**src/rtl/cap_ring_pkg.sv**
```systemverilog
// Package: shared types and status-word layout for the capture ring.
// Assumes the finish field is wide enough for the word address (ADDR_W <= 15).
package cap_ring_pkg;
    typedef enum logic [1:0] {
        ST_IDLE = 2'd0,
        ST_PRE  = 2'd1,
        ST_POST = 2'd2,
        ST_STOP = 2'd3
    } cap_state_e;

    localparam int STAT_W   = 32;
    localparam int WRAP_BIT = 31;
    localparam int FIN_LSB  = 16;
    localparam int FIN_W    = 15;
    localparam int DONE_LSB = 1;
    localparam int NSRC     = 2;
endpackage

```
**src/rtl/cap_ctrl.sv**
```systemverilog
// Capture sequencer: idle -> pre-trigger -> post-trigger -> stopped.
// Detects software trigger edges and keeps one done bit per trigger source.
// Assumes arm has priority over every other input in the same cycle.
module cap_ctrl
    import cap_ring_pkg::*;
(
    input  logic            clk,
    input  logic            rst_n,
    input  logic            arm,
    input  logic            src_sel,
    input  logic            trig_hw,
    input  logic            trig_sw,
    input  logic            post_expired,
    output logic            wr_allow,
    output logic [NSRC-1:0] done
);
    cap_state_e state;
    logic       sw_q;
    logic       trig_evt;
    logic       stop_evt;

    assign trig_evt = trig_hw | (trig_sw & ~sw_q);
    assign stop_evt = (state == ST_POST) & post_expired & ~arm;
    assign wr_allow = (state == ST_PRE) | (state == ST_POST);

    // Remember last software trigger level for edge detection.
    always_ff @(posedge clk) begin
        if (!rst_n) sw_q <= 1'b0;
        else        sw_q <= trig_sw;
    end

    // Sequencer state transitions.
    always_ff @(posedge clk) begin
        if (!rst_n) begin
            state <= ST_IDLE;
        end else if (arm) begin
            state <= ST_PRE;
        end else begin
            case (state)
                ST_PRE:  if (trig_evt)     state <= ST_POST;
                ST_POST: if (post_expired) state <= ST_STOP;
                default: state <= state;
            endcase
        end
    end

    // One sticky done bit per trigger source.
    for (genvar s = 0; s < NSRC; s++) begin : g_done
        always_ff @(posedge clk) begin
            if (!rst_n || arm)                          done[s] <= 1'b0;
            else if (stop_evt && (int'(src_sel) == s))  done[s] <= 1'b1;
        end
    end
endmodule

```
**src/rtl/cap_wptr.sv**
```systemverilog
// Write pointer for the ring window: advances per stored word, wraps at
// start+size back to start, tracks the last written address and a sticky
// wrap flag. Assumes cfg_start/cfg_size are stable while capturing.
module cap_wptr #(
    parameter int ADDR_W = 6
) (
    input  logic              clk,
    input  logic              rst_n,
    input  logic              arm,
    input  logic              wr_en,
    input  logic [ADDR_W-1:0] cfg_start,
    input  logic [ADDR_W:0]   cfg_size,
    output logic [ADDR_W-1:0] wp,
    output logic [ADDR_W-1:0] fin,
    output logic              wrap
);
    logic [ADDR_W:0] end_ext;
    logic [ADDR_W:0] nxt_ext;
    logic            at_end;

    assign end_ext = {1'b0, cfg_start} + cfg_size;
    assign nxt_ext = {1'b0, wp} + (ADDR_W+1)'(1);
    assign at_end  = (nxt_ext == end_ext);

    // Pointer, finish address and wrap flag update.
    always_ff @(posedge clk) begin
        if (!rst_n) begin
            wp   <= '0;
            fin  <= '0;
            wrap <= 1'b0;
        end else if (arm) begin
            wp   <= cfg_start;
            fin  <= cfg_start;
            wrap <= 1'b0;
        end else if (wr_en) begin
            fin <= wp;
            if (at_end) begin
                wp   <= cfg_start;
                wrap <= 1'b1;
            end else begin
                wp   <= nxt_ext[ADDR_W-1:0];
            end
        end
    end
endmodule

```
**src/rtl/cap_mem.sv**
```systemverilog
// Sample store: single write port, registered read port with one-cycle
// latency. Assumes reads and writes never target the same cycle.
module cap_mem #(
    parameter int ADDR_W = 6,
    parameter int DATA_W = 64
) (
    input  logic              clk,
    input  logic              rst_n,
    input  logic              wr_en,
    input  logic [ADDR_W-1:0] wr_addr,
    input  logic [DATA_W-1:0] wr_data,
    input  logic              rd_en,
    input  logic [ADDR_W-1:0] rd_addr,
    output logic              rd_valid,
    output logic [DATA_W-1:0] rd_data
);
    localparam int DEPTH = 1 << ADDR_W;

    logic [DATA_W-1:0] mem [DEPTH];

    // Store a sample word.
    always_ff @(posedge clk) begin
        if (wr_en) mem[wr_addr] <= wr_data;
    end

    // Registered readout.
    always_ff @(posedge clk) begin
        if (!rst_n) begin
            rd_valid <= 1'b0;
            rd_data  <= '0;
        end else begin
            rd_valid <= rd_en;
            if (rd_en) rd_data <= mem[rd_addr];
        end
    end
endmodule

```
**src/rtl/cap_ring_top.sv**
```systemverilog
// Circular capture buffer top: ties sequencer, write pointer and sample
// store together and assembles the status word.
// Assumes 2 <= cfg_size and cfg_start+cfg_size <= 2**ADDR_W, ADDR_W <= 15.
module cap_ring_top
    import cap_ring_pkg::*;
#(
    parameter int ADDR_W = 6,
    parameter int DATA_W = 64
) (
    input  logic              clk,
    input  logic              rst_n,
    input  logic              arm,
    input  logic [ADDR_W-1:0] cfg_start,
    input  logic [ADDR_W:0]   cfg_size,
    input  logic              src_sel,
    input  logic              smp_valid,
    input  logic [DATA_W-1:0] smp_data,
    input  logic              trig_hw,
    input  logic              trig_sw,
    input  logic              post_expired,
    input  logic              rd_req,
    input  logic [ADDR_W-1:0] rd_idx,
    output logic              rd_valid,
    output logic [DATA_W-1:0] rd_data,
    output logic [31:0]       stat_word
);
    logic              wr_allow;
    logic [NSRC-1:0]   done;
    logic              wr_en;
    logic              rd_en;
    logic [ADDR_W-1:0] wp;
    logic [ADDR_W-1:0] fin;
    logic              wrap;

    assign wr_en = smp_valid & wr_allow & ~arm;
    assign rd_en = rd_req & (|done) & ~arm;

    cap_ctrl u_ctrl (
        .clk          (clk),
        .rst_n        (rst_n),
        .arm          (arm),
        .src_sel      (src_sel),
        .trig_hw      (trig_hw),
        .trig_sw      (trig_sw),
        .post_expired (post_expired),
        .wr_allow     (wr_allow),
        .done         (done)
    );

    cap_wptr #(.ADDR_W(ADDR_W)) u_wptr (
        .clk       (clk),
        .rst_n     (rst_n),
        .arm       (arm),
        .wr_en     (wr_en),
        .cfg_start (cfg_start),
        .cfg_size  (cfg_size),
        .wp        (wp),
        .fin       (fin),
        .wrap      (wrap)
    );

    cap_mem #(.ADDR_W(ADDR_W), .DATA_W(DATA_W)) u_mem (
        .clk      (clk),
        .rst_n    (rst_n),
        .wr_en    (wr_en),
        .wr_addr  (wp),
        .wr_data  (smp_data),
        .rd_en    (rd_en),
        .rd_addr  (rd_idx),
        .rd_valid (rd_valid),
        .rd_data  (rd_data)
    );

    // Status word assembly.
    always_comb begin
        stat_word = '0;
        stat_word[WRAP_BIT] = wrap;
        stat_word[FIN_LSB +: ADDR_W] = fin;
        stat_word[DONE_LSB +: NSRC] = done;
    end
endmodule

```
**config.mk**
```make
export PLATFORM = sky130hd
export DESIGN_NAME = cap_ring_top
export DESIGN_NICKNAME = d
export VERILOG_FILES = /design/src/rtl/cap_ring_pkg.sv /design/src/rtl/cap_ctrl.sv /design/src/rtl/cap_wptr.sv /design/src/rtl/cap_mem.sv /design/src/rtl/cap_ring_top.sv
export SDC_FILE = /design/constraint.sdc
export NUM_CORES = 2
export LEC_CHECK = 0
export BUFFER_PORTS_ARGS = -buffer_cell sky130_fd_sc_hd__buf_2
export CAP_MARGIN = 30
export CORE_ASPECT_RATIO = 1.75
export CORE_MARGIN = 4
export CORE_UTILIZATION = 35
export DETAILED_ROUTE_END_ITERATION = 8
export GPL_TIMING_DRIVEN = 0
export HOLD_SLACK_MARGIN = 0.12
export PLACE_DENSITY = 0.53
export REMOVE_ABC_BUFFERS = 1
export SLEW_MARGIN = 10
export SYNTH_ARGS = -nofsm -noshare
export SYNTH_HDL_FRONTEND = slang
export SYNTH_HIERARCHICAL = 1
export SYNTH_SLANG_ARGS = --single-unit
```
**constraint.sdc**
```tcl
create_clock -name clk -period 7.3 [get_ports clk]
set_input_delay 0.73 -clock clk [delete_from_list [all_inputs] [get_ports clk]]
set_output_delay 0.73 -clock clk [all_outputs]
set_load 0.02 [all_outputs]
```
==> results.ini <==
[synth]
ys_seq_area_share_pct=77.66
ys_dominant_reg_cell=edfxtp_1
synth_edf_count=4096
synth_area_per_cell_um2=22.13
yosys.area.top_type=edfxtp_1
number_of_different_library_cells_in_the_post_synthesis_netlist=68
netlist_instances=7252
post_synth_fa_ha_maj_area_fraction_pct=0.09042
synthDominantCellAreaShare_pct=76.62
yosys-mux-area-fraction_pct=16.00
synth_common_cells=4096 x edfxtp_1, 936 x mux4_2, 250 x nor2_1
yosys_warnings=6
synth.area.top_cells=edfxtp_1 77%, mux4_2 13%, mux2_2 1.4%
synthesis.area_um2=160500
synth_xor_xnor_area_share_pct=0.08652
async_s_r_ff_share_synth_pct=0
synth_seq_cells=4179
synth_top_family_by_area=multiplexers
synth_most_common_cell=edfxtp_1
synth-compound-area-share_pct=2.712
post_synth_and_or_nand_nor_area_fraction_pct=1.977

[critical_path]
critical_path.top_delay_family=buffers and inverters
critical_path_arrival_ns=5.37
worst_path_cell_chain=buf_12 > buf_16 > buf_16 > buf_16 > buf_16 > buf_16 > mux4_2 > mux4_2 > nand2b_1 > o311ai_1 > nand3_1
critPathBufInv=6
timing.critical_path.to_type=flip-flop
critical_path.most_common_cell=buf_16
cpMaxStageDelayCell=mux4_2
timing_worst_setup_path_type=in -> reg
sort_of_element_at_the_start_of_the_critical_path=primary input
critPathMaxStageDelay_ns=0.60
timing.critical_path.required_ns=8.10
critical_path_peak_fanout=98

[sta]
skew_ns=0.04194
hold_viol=0
rsz0062_at_grt=false
setup-tns-final_ns=0
finalWorstPathRequiredPeriod_ns=4.567
finalSetupViolCount=0
drv_slew=0
slew-limit-headroom_pct=35.32
worst_slew_pin_slew_ns=0.9702
fmax_mhz=219.0
share_of_the_cycle_needed_by_the_critical_path_after_routing_pct=62.56

[global_route]
globalRouteOverflowTotal=0
antenna_found_initial=17
overall_track_demand_over_capacity_in_global_routing_pct=19.37
first_global_vias=82320
grt_pass1_wl_mm=644.9
maximum_number_of_pins_on_one_net_before_global_route_repair=103

[clock_network]
cts_buffer_depth=4
cts_tree=done
clock_tree.root_cell=clkbuf_16
post-cts-setup-buffer-count=0
htree_num_levels=5
clock_sink_count=4179
clk-insertion-delay-late_ns=0.95
cts-buffers-inserted=371
clock_pin_slew_reported_for_the_worst_setup_and_hold_paths_after_clock_tree_synthesis_ns=0.07

[floorplan]
vert_die_dim_um=903.9
initial_core_utilization_pct=35.17
fp.dieW_um=519.9
floorplan.core_area_um2=456400
core.rowCount=328
i_o_pins=189
die_area_um2=470000

[pwr]
ir_drop_mv=0.1861
power_density_nw_per_um2=254.3
leakagePower_nw=59.44
power.total_w=0.04837

[routing]
dr.first_iter.drc_count=8228
viasPerCell=5.531
vias_post_dr=79220
wl_per_cell_um=32.51
drc_errors=0
antenna_violating_nets_post_route=0
firstDrtPassIters=6
totalWireLength_mm=465.6

[min_path]
worst_hold_path_type=in -> reg

[place]
placement.cell_area_um2=176400
placed_cells=13520
io_buffer_count=165
gp_congestion=0.7142
detailedPlacementHpwl_mm=302.8

[layout]
final_cell_count_without_fillers=14320
syn2layout_area_growth_pct=18.51
final.fill_count=39440
drive_above_1_share_pct=30.34
final_area_um2=190200
fin_nets=8013

[run_status]
status=finished clean

[run]
drv.max_cap_violation_count=0

[routing by layer]
layer | GRT usage, % | vias up | part of all wire [%]
met5 | 0 | - | 0.011
met4 | 6.153 | 8 | 3.5
met3 | 3.003 | 814 | 6.0
met2 | 34.67 | 2929 | 52
met1 | 24.05 | 43560 | 38
li1 | - | 31910 | -
[final timing paths]
| kind | start | to | slack (ns) | cells past startpoint |
|---|---|---|---|---|
| worst max-delay path | rd_idx[0] | u_mem/rd_data[31] | 2.73 | 11 |
| worst max register to register | u_ctrl/state[0] | u_mem/mem[30][29] | 3.12 | 10 |
| worst min-delay path | smp_data[23] | u_mem/mem[23][23] | 0.14 | 1 |
| worst min register to register | u_mem/rd_data[27] | u_mem/rd_data[27] | 0.47 | 2 |
[stage by stage]
| stage | utilization [%] | hold slack [ns] | worst slack (ns) |
|---|---|---|---|
| floorplan | - | 0.4698 | 0.1769 |
| global placement | 36.54 | 0.4544 | -72.63 |
| detailed placement | 38.65 | 0.4490 | 1.627 |
| CTS | 41.30 | 0.1998 | 2.689 |
| global route | 41.69 | 0.1280 | 2.383 |
| finish | 41.69 | 0.1376 | 2.733 |
[layout make-up]
type,count,area (µm²),area share [%]
sequential,4179,124700,65.53
multi-input combinational,2637,34160,17.95
timing repair buffer,706,11740,6.168
clock buffer,464,9935,5.222
tap,6105,7639,4.015
clock inverter,213,2053,1.079
inverter,15,56.30,0.02960
antenna,4,10.01,0.005262
[cells by family after synthesis]
logic type | after synthesis
compound gates | 545
other cells | 1
simple gates | 677
mux | 1366
flops | 4179
buf+inv | 458
xor+xnor | 15
fa+ha+maj | 11
[state kept, by name, indices dropped and copies added (netlist names)]
| name | count |
|---|---|
| u_mem/mem | 4096 |
| u_mem/rd_data | 64 |
| u_wptr/fin | 6 |
| u_wptr/wp | 6 |
| u_ctrl/done | 2 |
| u_ctrl/state | 2 |
| u_ctrl/sw_q | 1 |
| u_mem/rd_valid | 1 |
| u_wptr/wrap | 1 |
[where the power goes]
part / internal (W) / switching, W / total (W)
combinational: 0.000933 / 0.00130 / 0.00223
clock: 0.0109 / 0.00884 / 0.0198
sequential: 0.0263 / 0.0000251 / 0.0264
total: 0.0382 / 0.0102 / 0.0484
[layout by cell type, fill, tap and decap left out, types with 74 or more instances in the layout]
cell type / n
mux2_2: 203
mux2i_1: 215
mux4_2: 936
a21oi_1: 87
nor2_1: 187
buf_2: 162
clkbuf_16: 380
nand2_1: 187
buf_12: 306
edfxtp_1: 4096
dfxtp_1: 83
buf_16: 137
clkinv_2: 74
[timing repair]
item,CTS,global route
resized for setup,0,0
hold buffers,11,50
endpoints found under the hold margin,15,227
Note: power is estimated with default switching activity, not from simulation.
